$ cat src/rtl/snd_cmd_pkg.sv
package snd_cmd_pkg;
  localparam int unsigned OFS_PORT_A = 0;
  localparam int unsigned OFS_PORT_B = 2;
  localparam int unsigned OFS_IFLAG  = 5;
  localparam logic [7:0]  PORT_B_VAL = 8'h40;
  localparam logic [7:0]  IFLAG_VAL  = 8'h40;
endpackage

$ cat src/rtl/snd_cmd_filter.sv
module snd_cmd_filter #(
  parameter int DATA_W = 8,
  parameter int CMD_W  = 6,
  parameter int TRIG_W = 4
) (
  input  logic              clk,
  input  logic              rst,
  input  logic              cmd_we,
  input  logic [DATA_W-1:0] cmd_data,
  output logic [DATA_W-1:0] latch_q,
  output logic              trig
);
  localparam int PAD_W = DATA_W - CMD_W;

  logic [DATA_W-1:0] masked;
  logic [PAD_W-1:0]  unused_cmd_hi;

  assign unused_cmd_hi = cmd_data[DATA_W-1:CMD_W];
  assign masked = {{PAD_W{1'b0}}, cmd_data[CMD_W-1:0]};
  assign trig   = cmd_we && (masked[TRIG_W-1:0] != {TRIG_W{1'b1}});

  always_ff @(posedge clk) begin
    if (rst) latch_q <= '0;
    else if (trig) latch_q <= masked;
  end

  // an all-ones nibble leaves the latch untouched
  a_r2_latch_hold: assert property (@(posedge clk) disable iff (rst)
    (cmd_we && cmd_data[TRIG_W-1:0] == {TRIG_W{1'b1}}) |=> $stable(latch_q));

  // stored command carries the written low bits
  a_r1_latch_low: assert property (@(posedge clk) disable iff (rst)
    (cmd_we && cmd_data[TRIG_W-1:0] != {TRIG_W{1'b1}})
      |=> latch_q[CMD_W-1:0] == $past(cmd_data[CMD_W-1:0]));
endmodule

$ cat src/rtl/snd_irq_ctrl.sv
module snd_irq_ctrl #(
  parameter int N_IRQ = 2,
  parameter int ID_W  = 1
) (
  input  logic             clk,
  input  logic             rst,
  input  logic             trig,
  input  logic             multi_mode,
  input  logic [N_IRQ-1:0] irq_ack,
  input  logic             port_a_rd,
  input  logic [ID_W-1:0]  rd_id,
  output logic [N_IRQ-1:0] irq
);
  logic [N_IRQ-1:0] irq_q;
  logic [N_IRQ-1:0] en;
  logic [N_IRQ-1:0] clr;

  for (genvar k = 0; k < N_IRQ; k++) begin : g_tgt
    if (k == 0) begin : g_first
      assign en[k] = 1'b1;
    end else begin : g_rest
      assign en[k] = multi_mode;
    end

    assign clr[k] = irq_ack[k] || (port_a_rd && (rd_id == ID_W'(k)));

    always_ff @(posedge clk) begin
      if (rst) irq_q[k] <= 1'b0;
      else if (trig && en[k]) irq_q[k] <= 1'b1;
      else if (clr[k]) irq_q[k] <= 1'b0;
    end

    // a trigger raises each enabled line
    a_r3_irq_raise: assert property (@(posedge clk) disable iff (rst)
      (trig && en[k]) |=> irq_q[k]);

    // a raised line holds until cleared
    a_r9_irq_hold: assert property (@(posedge clk) disable iff (rst)
      (irq_q[k] && !irq_ack[k] && !(port_a_rd && rd_id == ID_W'(k))) |=> irq_q[k]);

    // a clear without a trigger drops the line
    a_r9_irq_clear: assert property (@(posedge clk) disable iff (rst)
      (irq_ack[k] && !trig) |=> !irq_q[k]);

    if (k > 0) begin : g_chk_multi
      // disabled targets stay quiet
      a_r4_single_quiet: assert property (@(posedge clk) disable iff (rst)
        (!multi_mode && !irq_q[k]) |=> !irq_q[k]);
    end
  end

  assign irq = irq_q;
endmodule

$ cat src/rtl/snd_reg_window.sv
module snd_reg_window
  import snd_cmd_pkg::*;
#(
  parameter int DATA_W = 8,
  parameter int REG_AW = 5
) (
  input  logic              clk,
  input  logic              rst,
  input  logic              rd_en,
  input  logic              wr_en,
  input  logic [REG_AW-1:0] addr,
  input  logic [DATA_W-1:0] wdata,
  input  logic [DATA_W-1:0] latch_q,
  output logic [DATA_W-1:0] rdata,
  output logic              port_a_rd
);
  localparam int DEPTH = 1 << REG_AW;

  logic [DATA_W-1:0] regs [DEPTH];
  logic [DATA_W-1:0] rd_mux;

  assign port_a_rd = rd_en && (addr == REG_AW'(OFS_PORT_A));

  always_ff @(posedge clk) begin
    if (rst) begin
      for (int i = 0; i < DEPTH; i++) regs[i] <= '0;
    end else if (wr_en) begin
      regs[addr] <= wdata;
    end
  end

  always_comb begin
    if (addr == REG_AW'(OFS_PORT_A))      rd_mux = ~latch_q;
    else if (addr == REG_AW'(OFS_PORT_B)) rd_mux = DATA_W'(PORT_B_VAL);
    else if (addr == REG_AW'(OFS_IFLAG))  rd_mux = DATA_W'(IFLAG_VAL);
    else                                  rd_mux = regs[addr];
  end

  always_ff @(posedge clk) begin
    if (rst) rdata <= '0;
    else if (rd_en) rdata <= rd_mux;
  end

  // port A returns the complement of the latch
  a_r5_port_a_inv: assert property (@(posedge clk) disable iff (rst)
    (rd_en && addr == REG_AW'(OFS_PORT_A)) |=> rdata == ~$past(latch_q));

  // port B constant
  a_r6_port_b: assert property (@(posedge clk) disable iff (rst)
    (rd_en && addr == REG_AW'(OFS_PORT_B)) |=> rdata == DATA_W'(PORT_B_VAL));

  // interrupt flag constant
  a_r7_iflag: assert property (@(posedge clk) disable iff (rst)
    (rd_en && addr == REG_AW'(OFS_IFLAG)) |=> rdata == DATA_W'(IFLAG_VAL));

  // read data holds between reads
  a_r5_rdata_hold: assert property (@(posedge clk) disable iff (rst)
    !rd_en |=> $stable(rdata));
endmodule

$ cat src/rtl/snd_cmd_latch.sv
module snd_cmd_latch #(
  parameter int DATA_W = 8,
  parameter int CMD_W  = 6,
  parameter int TRIG_W = 4,
  parameter int ADDR_W = 7,
  parameter int REG_AW = 5,
  parameter int N_IRQ  = 2,
  localparam int ID_W  = (N_IRQ > 1) ? $clog2(N_IRQ) : 1
) (
  input  logic              clk,
  input  logic              rst,
  input  logic              cmd_we,
  input  logic [DATA_W-1:0] cmd_data,
  input  logic              multi_mode,
  input  logic [N_IRQ-1:0]  irq_ack,
  input  logic              rd_en,
  input  logic              wr_en,
  input  logic [ID_W-1:0]   rd_id,
  input  logic [ADDR_W-1:0] addr,
  input  logic [DATA_W-1:0] wdata,
  output logic [DATA_W-1:0] rdata,
  output logic [N_IRQ-1:0]  irq
);
  logic [DATA_W-1:0]        latch_q;
  logic                     trig;
  logic                     port_a_rd;
  logic [ADDR_W-REG_AW-1:0] unused_addr_hi;

  assign unused_addr_hi = addr[ADDR_W-1:REG_AW];

  snd_cmd_filter #(.DATA_W(DATA_W), .CMD_W(CMD_W), .TRIG_W(TRIG_W)) u_filter (
    .clk(clk), .rst(rst), .cmd_we(cmd_we), .cmd_data(cmd_data),
    .latch_q(latch_q), .trig(trig)
  );

  snd_reg_window #(.DATA_W(DATA_W), .REG_AW(REG_AW)) u_window (
    .clk(clk), .rst(rst), .rd_en(rd_en), .wr_en(wr_en),
    .addr(addr[REG_AW-1:0]), .wdata(wdata), .latch_q(latch_q),
    .rdata(rdata), .port_a_rd(port_a_rd)
  );

  snd_irq_ctrl #(.N_IRQ(N_IRQ), .ID_W(ID_W)) u_irq (
    .clk(clk), .rst(rst), .trig(trig), .multi_mode(multi_mode),
    .irq_ack(irq_ack), .port_a_rd(port_a_rd), .rd_id(rd_id), .irq(irq)
  );

  // outputs quiet in the cycle after reset
  a_r10_reset_quiet: assert property (@(posedge clk)
    rst |=> (irq == '0 && rdata == '0));
endmodule

$ cat config.mk
export PLATFORM = sky130hd
export DESIGN_NAME = snd_cmd_latch
export DESIGN_NICKNAME = d
export VERILOG_FILES = /design/src/rtl/snd_cmd_pkg.sv /design/src/rtl/snd_cmd_filter.sv /design/src/rtl/snd_irq_ctrl.sv /design/src/rtl/snd_reg_window.sv /design/src/rtl/snd_cmd_latch.sv
export SDC_FILE = /design/constraint.sdc
export NUM_CORES = 1
export LEC_CHECK = 0
export ABC_AREA = 1
export BUFFER_PORTS_ARGS = -buffer_cell sky130_fd_sc_hd__clkbuf_2
export CAP_MARGIN = 20
export CELL_PAD_IN_SITES_DETAIL_PLACEMENT = 1
export CELL_PAD_IN_SITES_GLOBAL_PLACEMENT = 1
export CORE_MARGIN = 1
export CORE_UTILIZATION = 44
export CTS_CLUSTER_DIAMETER = 150
export DETAILED_ROUTE_END_ITERATION = 16
export PLACE_DENSITY_LB_ADDON = 0.12
export SETUP_SLACK_MARGIN = 0.05
export SLEW_MARGIN = 40
export SYNTH_ARGS = -nofsm -noshare
export SYNTH_HDL_FRONTEND = slang
export SYNTH_SLANG_ARGS = --single-unit
$ cat constraint.sdc
create_clock -name clk -period 1.8 [get_ports clk]
set_input_delay 0.18 -clock clk [delete_from_list [all_inputs] [get_ports clk]]
set_output_delay 0.18 -clock clk [all_outputs]
set_load 0.01 [all_outputs]
==> summary.json, run 1 <==
{
  "detailed_routing": {
    "dr.pass1.iters": 5,
    "avgViaCountPerCell": 5.29,
    "vias_after_detailed_routing": 9775,
    "violation_count_after_the_first_detailed_route_iteration": 677,
    "avgRoutedWirePerCell_um": 20.6,
    "remaining_drc_errors": 0,
    "final_antenna_net_count": 0,
    "totalWireLength_um": 38100
  },
  "critical_path": {
    "worst-path-buf-inv": 5,
    "crit_path_max_fanout": 9,
    "timing.reg2reg.setup_slack_ns": 0.37,
    "timing.rr.start": "u_window.regs[18][3]",
    "critical-path-slowest-cell": "dlygate4sd3_1",
    "critPathArrivalTime_ns": 2.10,
    "worstSetupEndpointType": "flip-flop",
    "worstPathCellList": "buf_2 -> buf_4 -> nor2_2 -> inv_1 -> nor3_2 -> buf_4 -> a21oi_1 -> a21oi_1 -> nor2_1 -> dlygate4sd3_1",
    "start_kind": "input port",
    "timing.reg2reg.worst_path_depth": 10,
    "timing.critical_path.required_ns": 2.23,
    "worst_path_dominant_cell_family": "buffers and inverters",
    "cp_slowest_stage_delay_ns": 0.55,
    "reg_to_reg_end": "u_window.rdata[3]",
    "timing_worst_setup_path_type": "input port to flip-flop"
  },
  "power_and_ir_drop": {
    "pwr-share-seq_pct": 47.9,
    "netSwitchingFraction_pct": 23.3,
    "p_int_mw": 11.8,
    "fin_total_pwr_mw": 15.4,
    "p_leak_nw": 6.28,
    "power_density_nw_per_um2": 1030,
    "p_sw_mw": 3.58,
    "vdd_drop_max_mv": 0.905,
    "share_of_total_power_in_the_clock_network_pct": 42.9,
    "combinationalPowerShare_pct": 9.2
  },
  "synth": {
    "gate_count_of_the_mapped_netlist": 1337,
    "syn_std_cell_area_um2": 12400,
    "sequential_share_of_the_synthesized_area_pct": 64.6,
    "synth.top_cells.by_area": "edfxtp_1, nand2_1, nor2_1, dfxtp_1, nand3_1",
    "synthesis.area_per_instance_um2": 9.27,
    "synthesis.nets": 1369,
    "synth.lib_cells_used.distinct": 23,
    "synth.largest_area_cell": "edfxtp_1",
    "ys.warnings.count": 0,
    "synth_top_area_share_pct": 62.0,
    "synth-seq-cells": 272
  },
  "placement": {
    "port_buffers": 37,
    "placed_cells_incl_taps": 1781,
    "dpl-instance-area_um2": 13800,
    "gp_congestion": 0.881,
    "hpwl_um": 25400
  },
  "cells_and_area": {
    "syn_to_final_growth_pct": 20.9,
    "antennaDiodeCount": 0,
    "fin_cells": 1848,
    "ff_latch_area_um2": 8010,
    "nNetsFinal": 1478,
    "nFillCells": 3223,
    "final_design_area_no_fill_um2": 15000,
    "multi_input_comb_area_um2": 3930,
    "drive_gt1_share_pct": 15.2
  },
  "worst_hold_path": {
    "min_path_type": "input port to flip-flop",
    "cell_depth_of_the_worst_min_delay_path": 4,
    "timing.hold.worst.start": "cmd_we",
    "min_delay_worst_endpoint": "u_filter.latch_q[3]"
  },
  "sta": {
    "grt_setup_unrepaired": "no",
    "timing.hold.ws_ns": 0.0241,
    "final_hold_vio_count": 0,
    "skew_ns": 0.00642,
    "timing.fmax_ghz": 0.598,
    "relSlewSlack_pct": 62.9,
    "timing.final.crit_share_pct": 92.8,
    "fin_setup_tns_ns": 0,
    "timing.final.max_slew_violations": 0,
    "max_slew.worst_pin.slew_ns": 0.556,
    "setup_violations": 0,
    "finalWorstPathRequiredPeriod_ns": 1.67
  },
  "die": {
    "die-area_um2": 28800,
    "overall_die_width_um": 170,
    "ioPinCount": 42,
    "die_height_um": 170,
    "core_area_um2": 27800,
    "initial_core_util_pct": 44.6,
    "std_cell_rows": 61
  },
  "cts": {
    "numCtsBuffers": 30,
    "cts_tree": "done",
    "clkLatencyLatePin_ns": 0.55,
    "cts.repair.resized": 0,
    "cts.path.max_buffers": 3,
    "clock_tree.htree_level_count": 1,
    "clk_pin_slew_worst_paths_ns": 0.06,
    "cts_root_buffer": "clkbuf_16",
    "post-cts-setup-buffers": 0,
    "hold_buffers": 11,
    "total_number_of_clock_tree_sinks": 272
  },
  "flow_run": {
    "count_of_maximum_capacitance_violations": 0
  },
  "grt": {
    "wire_length_of_the_first_global_routing_pass_um": 58200,
    "grt_start_max_net_pins": 64,
    "grt_remaining_overflow": 0,
    "grt_pass1_vias": 10200,
    "globalRouteTotalUtil_pct": 27.2,
    "antenna_found_initial": 0
  },
  "outcome": {
    "status": "complete, no violations"
  }
}
-- area by class of cell --
type / instances / area share, %
timing repair buffer: 149 / 9.12
clock inverter: 13 / 1.29
multi-input combinational: 957 / 26.2
clock buffer: 43 / 5.89
inverter: 36 / 0.902
sequential: 272 / 53.4
tap: 378 / 3.16
-- synth_stat cells (all sizes together) --
cell type / n
nand2: 508
nor2: 323
edfxtp: 256
nand3: 53
clkbuf: 37
buf: 35
inv: 34
a21oi: 26
nand4: 25
dfxtp: 16
a22oi: 10
o21ai: 8
nor3: 4
clkinv: 2
-- registers in the layout, summed over array words and instances, names as in the netlist --
signal / flops
u_filter.latch_q: 6
u_window.regs: 256
u_window.rdata: 8
u_irq.irq: 2
-- layout by cell type (no fill, tap or decap), types with 2 or more instances in the layout --
cell             n
nand2_2         25
nand2_1        483
inv_1           33
a22oi_1         10
clkbuf_2        36
edfxtp_1       256
buf_4           76
clkbuf_8         4
nor2_4           3
dfxtp_1         16
clkbuf_1         7
clkbuf_16       32
clkinv_1         5
nor2_1         313
nand4_1         25
o21ai_0          8
clkinv_2         3
a21oi_1         26
dlygate4sd3_1   11
nor2_2           7
buf_12          25
nand3_1         53
nor3_2           2
bufinv_16        5
-- worst max path at each step --
stage / from / to / depth (start not counted)
5_1_grt: addr[0] / u_irq.irq[0] / 10
3_3_place_gp: addr[4] / u_window.rdata[6] / 10
6_report: addr[0] / u_irq.irq[0] / 10
2_1_floorplan: addr[1] / u_window.regs[13][0] / 6
4_1_cts: addr[0] / u_irq.irq[0] / 10
3_5_place_dp: addr[0] / u_window.rdata[6] / 10
-- metrics by stage --
| step | setup slack (ns) | utilization (%) |
|---|---|---|
| after floorplan | 0.0552 | - |
| after global placement | -0.0501 | 49.7 |
| after detailed placement | -0.0995 | 49.7 |
| after CTS | 0.177 | 53.9 |
| after global routing | 0.0768 | 53.9 |
| final | 0.129 | 53.9 |
-- power groups by stage --
stage               logic [mW]  clock network (mW)  registers (mW)
finish                    1.41                6.60            7.36
global route              1.54                6.92            7.39
CTS                       1.41                6.70            7.36
detailed placement        1.38                   0            7.49
global placement          1.35                   0            7.48
floorplan                0.744                   0            7.46
-- logic make-up (layout without fill, tap and decap cells) --
| family | count (synthesis) | count (layout) | synth area share, % |
|---|---|---|---|
| buffers and inverters | 108 | 241 | 3.69 |
| AO/OA/AOI/OAI | 44 | 44 | 1.98 |
| flip-flops | 272 | 272 | 64.6 |
| AND/OR/NAND/NOR | 913 | 913 | 29.7 |
-- tightest hold or removal path: stages --
cell      delay, ns
clkbuf_2       0.08
inv_1          0.05
o21ai_0        0.16
a21oi_1        0.05
-- layer usage --
layer | GRT usage [%] | up-vias | wire length [um] | part of all wire [%]
li1 | - | 4589 | - | -
met1 | 36.3 | 4875 | 16500 | 43
met2 | 46.3 | 241 | 18700 | 49
met3 | 3.84 | 70 | 1970 | 5.2
met4 | 7.56 | 0 | 935 | 2.5
met5 | 0 | - | 0 | 0
(Power assumes the default switching activity.)
==> run 2, diff against run 1 <==
--- a/config.mk
+++ b/config.mk
@@ -8,10 +8,8 @@
 export ABC_AREA = 1
 export BUFFER_PORTS_ARGS = -buffer_cell sky130_fd_sc_hd__clkbuf_2
 export CAP_MARGIN = 20
-export CELL_PAD_IN_SITES_DETAIL_PLACEMENT = 1
-export CELL_PAD_IN_SITES_GLOBAL_PLACEMENT = 1
-export CORE_MARGIN = 1
-export CORE_UTILIZATION = 44
+export CORE_MARGIN = 4
+export CORE_UTILIZATION = 55
 export CTS_CLUSTER_DIAMETER = 150
 export DETAILED_ROUTE_END_ITERATION = 16
 export PLACE_DENSITY_LB_ADDON = 0.12
==> summary.json, run 2 (synthesis gave the netlist of run 1 again) <==
{
  "sta": {
    "setup_violations": 0,
    "grt_setup_unrepaired": "no",
    "timing.final.max_slew_violations": 0,
    "timing.final.crit_share_pct": 93.0,
    "timing.fmax_ghz": 0.597,
    "final_hold_vio_count": 0,
    "relSlewSlack_pct": 60.6,
    "skew_ns": 0.00600,
    "fin_setup_tns_ns": 0,
    "finalWorstPathRequiredPeriod_ns": 1.67,
    "max_slew.worst_pin.slew_ns": 0.591
  },
  "power_and_ir_drop": {
    "p_sw_mw": 3.39,
    "share_of_total_power_in_the_clock_network_pct": 40.0,
    "p_leak_nw": 6.10,
    "combinationalPowerShare_pct": 8.9,
    "p_int_mw": 11.0,
    "vdd_drop_max_mv": 0.747,
    "power_density_nw_per_um2": 992,
    "pwr-share-seq_pct": 51.1,
    "netSwitchingFraction_pct": 23.6
  },
  "cts": {
    "total_number_of_clock_tree_sinks": 272,
    "cts_root_buffer": "clkbuf_16",
    "clk_pin_slew_worst_paths_ns": 0.06,
    "post-cts-setup-buffers": 0,
    "cts_tree": "done",
    "cts.path.max_buffers": 3,
    "clock_tree.htree_level_count": 1,
    "numCtsBuffers": 28,
    "clkLatencyLatePin_ns": 0.54
  },
  "flow_run": {
    "count_of_maximum_capacitance_violations": 0
  },
  "detailed_routing": {
    "vias_after_detailed_routing": 9544,
    "avgViaCountPerCell": 5.48,
    "wl_met3_um": 2610,
    "dr.max_layer_used": "met4",
    "dr.pass1.iters": 6,
    "avgRoutedWirePerCell_um": 18.5,
    "totalWireLength_um": 32200,
    "final_antenna_net_count": 0,
    "remaining_drc_errors": 0,
    "violation_count_after_the_first_detailed_route_iteration": 938,
    "drt-met1-wl_um": 13900,
    "wl_met2_um": 15000
  },
  "grt": {
    "globalRouteTotalUtil_pct": 26.0,
    "grt_start_max_net_pins": 40,
    "antenna_found_initial": 0,
    "wire_length_of_the_first_global_routing_pass_um": 49600,
    "grt_remaining_overflow": 0,
    "grt_pass1_vias": 9119
  },
  "cells_and_area": {
    "nFillCells": 1794,
    "antennaDiodeCount": 0,
    "commonest_cells_after_routing_fill_and_taps_aside": "nand2_1, nor2_1, edfxtp_1, buf_4, nand3_1",
    "regMostFlops": "u_window.regs",
    "multi_input_comb_area_um2": 3960,
    "largest_register_ffs": 256,
    "syn_to_final_growth_pct": 17.0,
    "drive_gt1_share_pct": 15.3,
    "largest_registers": "u_window.regs (256), u_window.rdata (8), u_filter.latch_q (6)",
    "final_design_area_no_fill_um2": 14500,
    "layout_commonest_cell": "nand2_1",
    "ff_latch_area_um2": 8010,
    "nNetsFinal": 1471
  },
  "outcome": {
    "status": "complete, no violations"
  },
  "placement": {
    "port_buffers": 37,
    "gp_congestion": 0.886,
    "dpl-instance-area_um2": 13400,
    "hpwl_um": 21000
  },
  "critical_path": {
    "critical-path-slowest-cell": "dlygate4sd3_1",
    "worst_path_dominant_cell_family": "buffers and inverters",
    "timing.reg2reg.worst_path_depth": 10,
    "critPathArrivalTime_ns": 1.88,
    "timing_worst_setup_path_type": "input port to flip-flop",
    "timing.reg2reg.setup_slack_ns": 0.45,
    "crit_path_max_fanout": 8,
    "timing.critical_path.required_ns": 2.01,
    "worstSetupEndpointType": "flip-flop",
    "cp_slowest_stage_delay_ns": 0.54,
    "crit_path_frequent_cell": "nand2_1",
    "worstPathCellList": "dlygate4sd3_1 -> clkbuf_2 -> inv_1 -> nand2_1 -> nor3_4 -> buf_12 -> nand2_2 -> nand2_1",
    "reg_to_reg_end": "u_window.rdata[0]",
    "start_kind": "input port",
    "timing.rr.start": "u_window.regs[17][0]",
    "worst-path-buf-inv": 4
  },
  "die": {
    "ioPinCount": 42,
    "die_height_um": 158,
    "die-area_um2": 25000,
    "std_cell_rows": 54,
    "overall_die_width_um": 158,
    "core_area_um2": 22000,
    "initial_core_util_pct": 56.3
  },
  "worst_hold_path": {
    "min_delay_worst_endpoint": "u_filter.latch_q[0]",
    "cell_depth_of_the_worst_min_delay_path": 4,
    "min_path_type": "input port to flip-flop",
    "timing.hold.worst.start": "cmd_we"
  }
}
[run 2: worst reg2reg max path: stages, from the launching register on]
cell      delay [ns]
edfxtp_1        0.38
nand2_1         0.08
nand2_1         0.06
nand2_1         0.07
nand2_1         0.09
nand2_1         0.07
nand2_1         0.06
nor2_1          0.12
nand2_1         0.12
nand3_1         0.12
a21oi_1         0.07
[run 2: worst max-delay path by stage]
stage             from                    to  slack [ns]  cells after the start
2_1_floorplan  addr[1]  u_window.regs[13][0]        0.06                      6
3_5_place_dp   addr[1]   u_window.regs[2][2]       -0.03                      8
4_1_cts            rst  u_window.regs[17][4]        0.08                      8
6_report           rst  u_window.regs[21][6]        0.13                      8
3_3_place_gp   addr[1]   u_window.regs[2][2]        0.04                      8
5_1_grt            rst  u_window.regs[11][4]        0.07                      8
[run 2: what timing repair did]
item | 4_1_cts | 5_1_grt
hold buffers | 12 | 0
hold endpoints to repair | 16 | 0
endpoints found under the setup margin | 0 | 94
gates resized for setup | 0 | 12
[run 2: cell type report]
cell class / count / share of cell area, %
clock inverters: 18 / 1.16
inverters: 36 / 0.931
repair buffers: 144 / 7.88
clock buffers: 34 / 5.13
well taps: 280 / 2.41
multi-input cells: 957 / 27.3
flip-flops and latches: 272 / 55.2
[run 2: metal layers]
layer / track usage, % / vias to the layer above
li1: - / 4574
met1: 37.2 / 4500
met2: 42.5 / 414
met3: 3.25 / 56
met4: 7.11 / 0
met5: 0 / -
[run 2: per-stage QoR]
step           utilization, %  setup slack (ns)  instances  total power [mW]  hold slack [ns]
2_1_floorplan               -            0.0552       1337              8.20            0.350
3_3_place_gp             61.0            0.0397       1677              8.69            0.444
3_5_place_dp             61.0           -0.0273       1677              8.73            0.446
4_1_cts                  65.7            0.0789       1741              14.4         0.000349
5_1_grt                  65.9            0.0672       1741              14.8           0.0174
6_report                 65.9             0.126       1741              14.4           0.0115
[run 2: power by group through the flow]
stage / combinational, mW / sequential, mW / clock (mW)
finish: 1.28 / 7.35 / 5.76
global route: 1.41 / 7.38 / 6.06
CTS: 1.27 / 7.35 / 5.82
detailed placement: 1.24 / 7.48 / 0
global placement: 1.22 / 7.47 / 0
floorplan: 0.744 / 7.46 / 0
==> run 3, diff against run 2 <==
--- a/config.mk
+++ b/config.mk
@@ -5,13 +5,13 @@
 export SDC_FILE = /design/constraint.sdc
 export NUM_CORES = 1
 export LEC_CHECK = 0
-export ABC_AREA = 1
 export BUFFER_PORTS_ARGS = -buffer_cell sky130_fd_sc_hd__clkbuf_2
 export CAP_MARGIN = 20
 export CORE_MARGIN = 4
 export CORE_UTILIZATION = 55
 export CTS_CLUSTER_DIAMETER = 150
 export DETAILED_ROUTE_END_ITERATION = 16
+export GPL_ROUTABILITY_DRIVEN = 1
 export PLACE_DENSITY_LB_ADDON = 0.12
 export SETUP_SLACK_MARGIN = 0.05
 export SLEW_MARGIN = 40
==> summary.json, run 3 <==
{
  "outcome": {
    "status": "complete, no violations"
  },
  "cts": {
    "clk_pin_slew_worst_paths_ns": 0.06,
    "cts_root_buffer": "clkbuf_16",
    "cts_tree": "done",
    "post-cts-setup-buffers": 0,
    "total_number_of_clock_tree_sinks": 272,
    "clock_tree.htree_level_count": 1,
    "cts.path.max_buffers": 3,
    "clkLatencyLatePin_ns": 0.53,
    "numCtsBuffers": 27
  },
  "synth": {
    "gate_count_of_the_mapped_netlist": 864,
    "asyncSetResetFlopFracSynth_pct": 0,
    "syn_std_cell_area_um2": 12500,
    "top_count_cell_post_synth": "and2_1",
    "synth_top_area_share_pct": 61.7,
    "synth.largest_area_cell": "edfxtp_1",
    "synthesis.nets": 896,
    "synth.top_cells.by_area": "edfxtp_1, and2_1, mux4_2, dfxtp_1, clkbuf_1",
    "synth-main-ff-cell": "edfxtp_1",
    "ys_top_cells_by_count": "and2_1, edfxtp_1, mux4_2",
    "synthesis.area_per_instance_um2": 14.4,
    "ys.warnings.count": 0,
    "sequential_share_of_the_synthesized_area_pct": 64.3,
    "synth-edff-count": 256,
    "synth.lib_cells_used.distinct": 40,
    "synth-seq-cells": 272
  },
  "critical_path": {
    "start_kind": "flip-flop",
    "worst-path-buf-inv": 1,
    "critPathArrivalTime_ns": 2.13,
    "crit_path_max_fanout": 1,
    "critical-path-slowest-cell": "mux4_2",
    "worstPathCellList": "mux4_2 -> a221oi_4 -> buf_4 -> nand2_2 -> o2111ai_2 -> a31oi_1",
    "worst_path_dominant_cell_family": "multiplexers",
    "worstSetupEndpointType": "flip-flop",
    "cp_slowest_stage_delay_ns": 0.55,
    "timing_worst_setup_path_type": "flip-flop to flip-flop",
    "timing.critical_path.required_ns": 2.21
  },
  "cells_and_area": {
    "drive_gt1_share_pct": 27.6,
    "nFillCells": 1527,
    "largest_registers": "u_window.regs (256), u_window.rdata (8), u_filter.latch_q (6)",
    "layout_commonest_cell": "and2_1",
    "fin_cells": 1284,
    "antennaDiodeCount": 0,
    "nNetsFinal": 1022,
    "largest_register_ffs": 256,
    "final_core_utilization_pct": 67.4,
    "commonest_cells_after_routing_fill_and_taps_aside": "and2_1, edfxtp_1, buf_4, mux4_2, nor2_1",
    "syn_to_final_growth_pct": 19.2,
    "regMostFlops": "u_window.regs"
  },
  "placement": {
    "gp_congestion": 0.904,
    "hpwl_um": 20300,
    "port_buffers": 37,
    "placed_cells_incl_taps": 1229
  },
  "sta": {
    "setup_violations": 0,
    "timing.final.max_slew_violations": 0,
    "timing.hold.ws_ns": 0.0579,
    "grt_setup_unrepaired": "yes",
    "relSlewSlack_pct": 49.7,
    "final_hold_vio_count": 0,
    "finalWorstPathRequiredPeriod_ns": 1.72,
    "timing.final.crit_share_pct": 95.5,
    "skew_ns": 0.0275,
    "max_slew.worst_pin.slew_ns": 0.755,
    "timing.fmax_ghz": 0.582
  },
  "detailed_routing": {
    "avgViaCountPerCell": 5.99,
    "dr.pass1.iters": 7,
    "remaining_drc_errors": 0,
    "totalWireLength_um": 30200,
    "violation_count_after_the_first_detailed_route_iteration": 737,
    "avgRoutedWirePerCell_um": 23.5,
    "vias_after_detailed_routing": 7690,
    "final_antenna_net_count": 0
  },
  "die": {
    "die-area_um2": 25100,
    "die_height_um": 158,
    "initial_core_util_pct": 56.6,
    "std_cell_rows": 54,
    "overall_die_width_um": 158,
    "core_area_um2": 22000,
    "ioPinCount": 42
  },
  "power_and_ir_drop": {
    "vdd_drop_max_mv": 0.725,
    "p_leak_nw": 5.37,
    "power_density_nw_per_um2": 926
  },
  "grt": {
    "antenna_found_initial": 0,
    "grt_start_max_net_pins": 37,
    "globalRouteTotalUtil_pct": 24.6,
    "grt_remaining_overflow": 0,
    "wire_length_of_the_first_global_routing_pass_um": 45900,
    "grt_pass1_vias": 7764
  },
  "flow_run": {
    "count_of_maximum_capacitance_violations": 0
  },
  "worst_hold_path": {
    "min_path_type": "input port to flip-flop"
  }
}
-- run 3: changes by cell type after synthesis, sizes merged, moves of 23 or more --
| cell | change |
|---|---|
| nand2 | -495 |
| nor2 | -276 |
| and2 | +259 |
| mux4 | +62 |
| nand3 | -42 |
| o21ai | +26 |
| inv | -23 |
| nand4 | -23 |
-- run 3: final timing paths --
kind	from	endpoint	slack [ns]	cells past startpoint
hold reg to reg	u_filter.latch_q[1]	u_filter.latch_q[1]	0.52	2
hold / removal	cmd_we	u_filter.latch_q[0]	0.06	3
setup reg to reg	u_window.regs[27][7]	u_window.rdata[7]	0.08	6
setup / recovery	u_window.regs[27][7]	u_window.rdata[7]	0.08	6
-- run 3: routing by layer --
layer  up-vias  GRT usage [%]  wire, um
met5         -              0         0
li1       3443              -         -
met1      3877           36.1     13000
met4         0           6.30       728
met3        47           3.67      2340
met2       323           39.5     14200
-- run 3: area by class of cell --
class                      instances  area (um2)  share of cell area (%)
timing repair buffer             161        1410                    9.50
multi-input combinational        516        4270                    28.7
clock inverter                     7        56.3                   0.379
tap                              280         350                    2.36
clock buffer                      36         709                    4.78
sequential                       272        8010                    53.9
inverter                          12        45.0                   0.303
-- run 3: worst min-delay path, cell delays in order --
cell and delay [ns]:
clkbuf_2 0.14, a21oi_1 0.15, nor3_1 0.07
-- run 3: logic make-up (layout without fill, tap and decap cells) --
kind of cell | Yosys count | count (layout) | synth area share (%)
mux | 71 | 71 | 11.9
compound gates | 87 | 87 | 4.37
flops | 272 | 272 | 64.3
simple gates | 358 | 358 | 16.8
buf+inv | 76 | 216 | 2.66
-- run 3: report_power, final --
group	leakage [nW]	switching, mW	internal, mW
registers	2.57	0.133	7.25
logic	2.42	0.705	0.591
clock network	0.374	2.20	2.87
total	5.37	3.04	10.7
-- run 3: per-stage QoR --
stage	instance area [um2]	TNS, ns	worst slack, ns	total power, mW
after floorplan	12500	-6.44	-0.0851	8.15
after global placement	13900	-2.67	-0.238	8.71
after detailed placement	13900	-4.33	-0.241	8.75
after CTS	14800	0	0.0521	13.8
after global routing	14800	0	0.0104	14.2
final	14800	0	0.0818	13.8
-- run 3: what timing repair did --
action                                  4_1_cts  5_1_grt
hold endpoints to repair                      8        0
endpoints found under the setup margin        2        7
resized for setup                             2        9
hold buffers                                 12        0
pin swaps                                     1        1
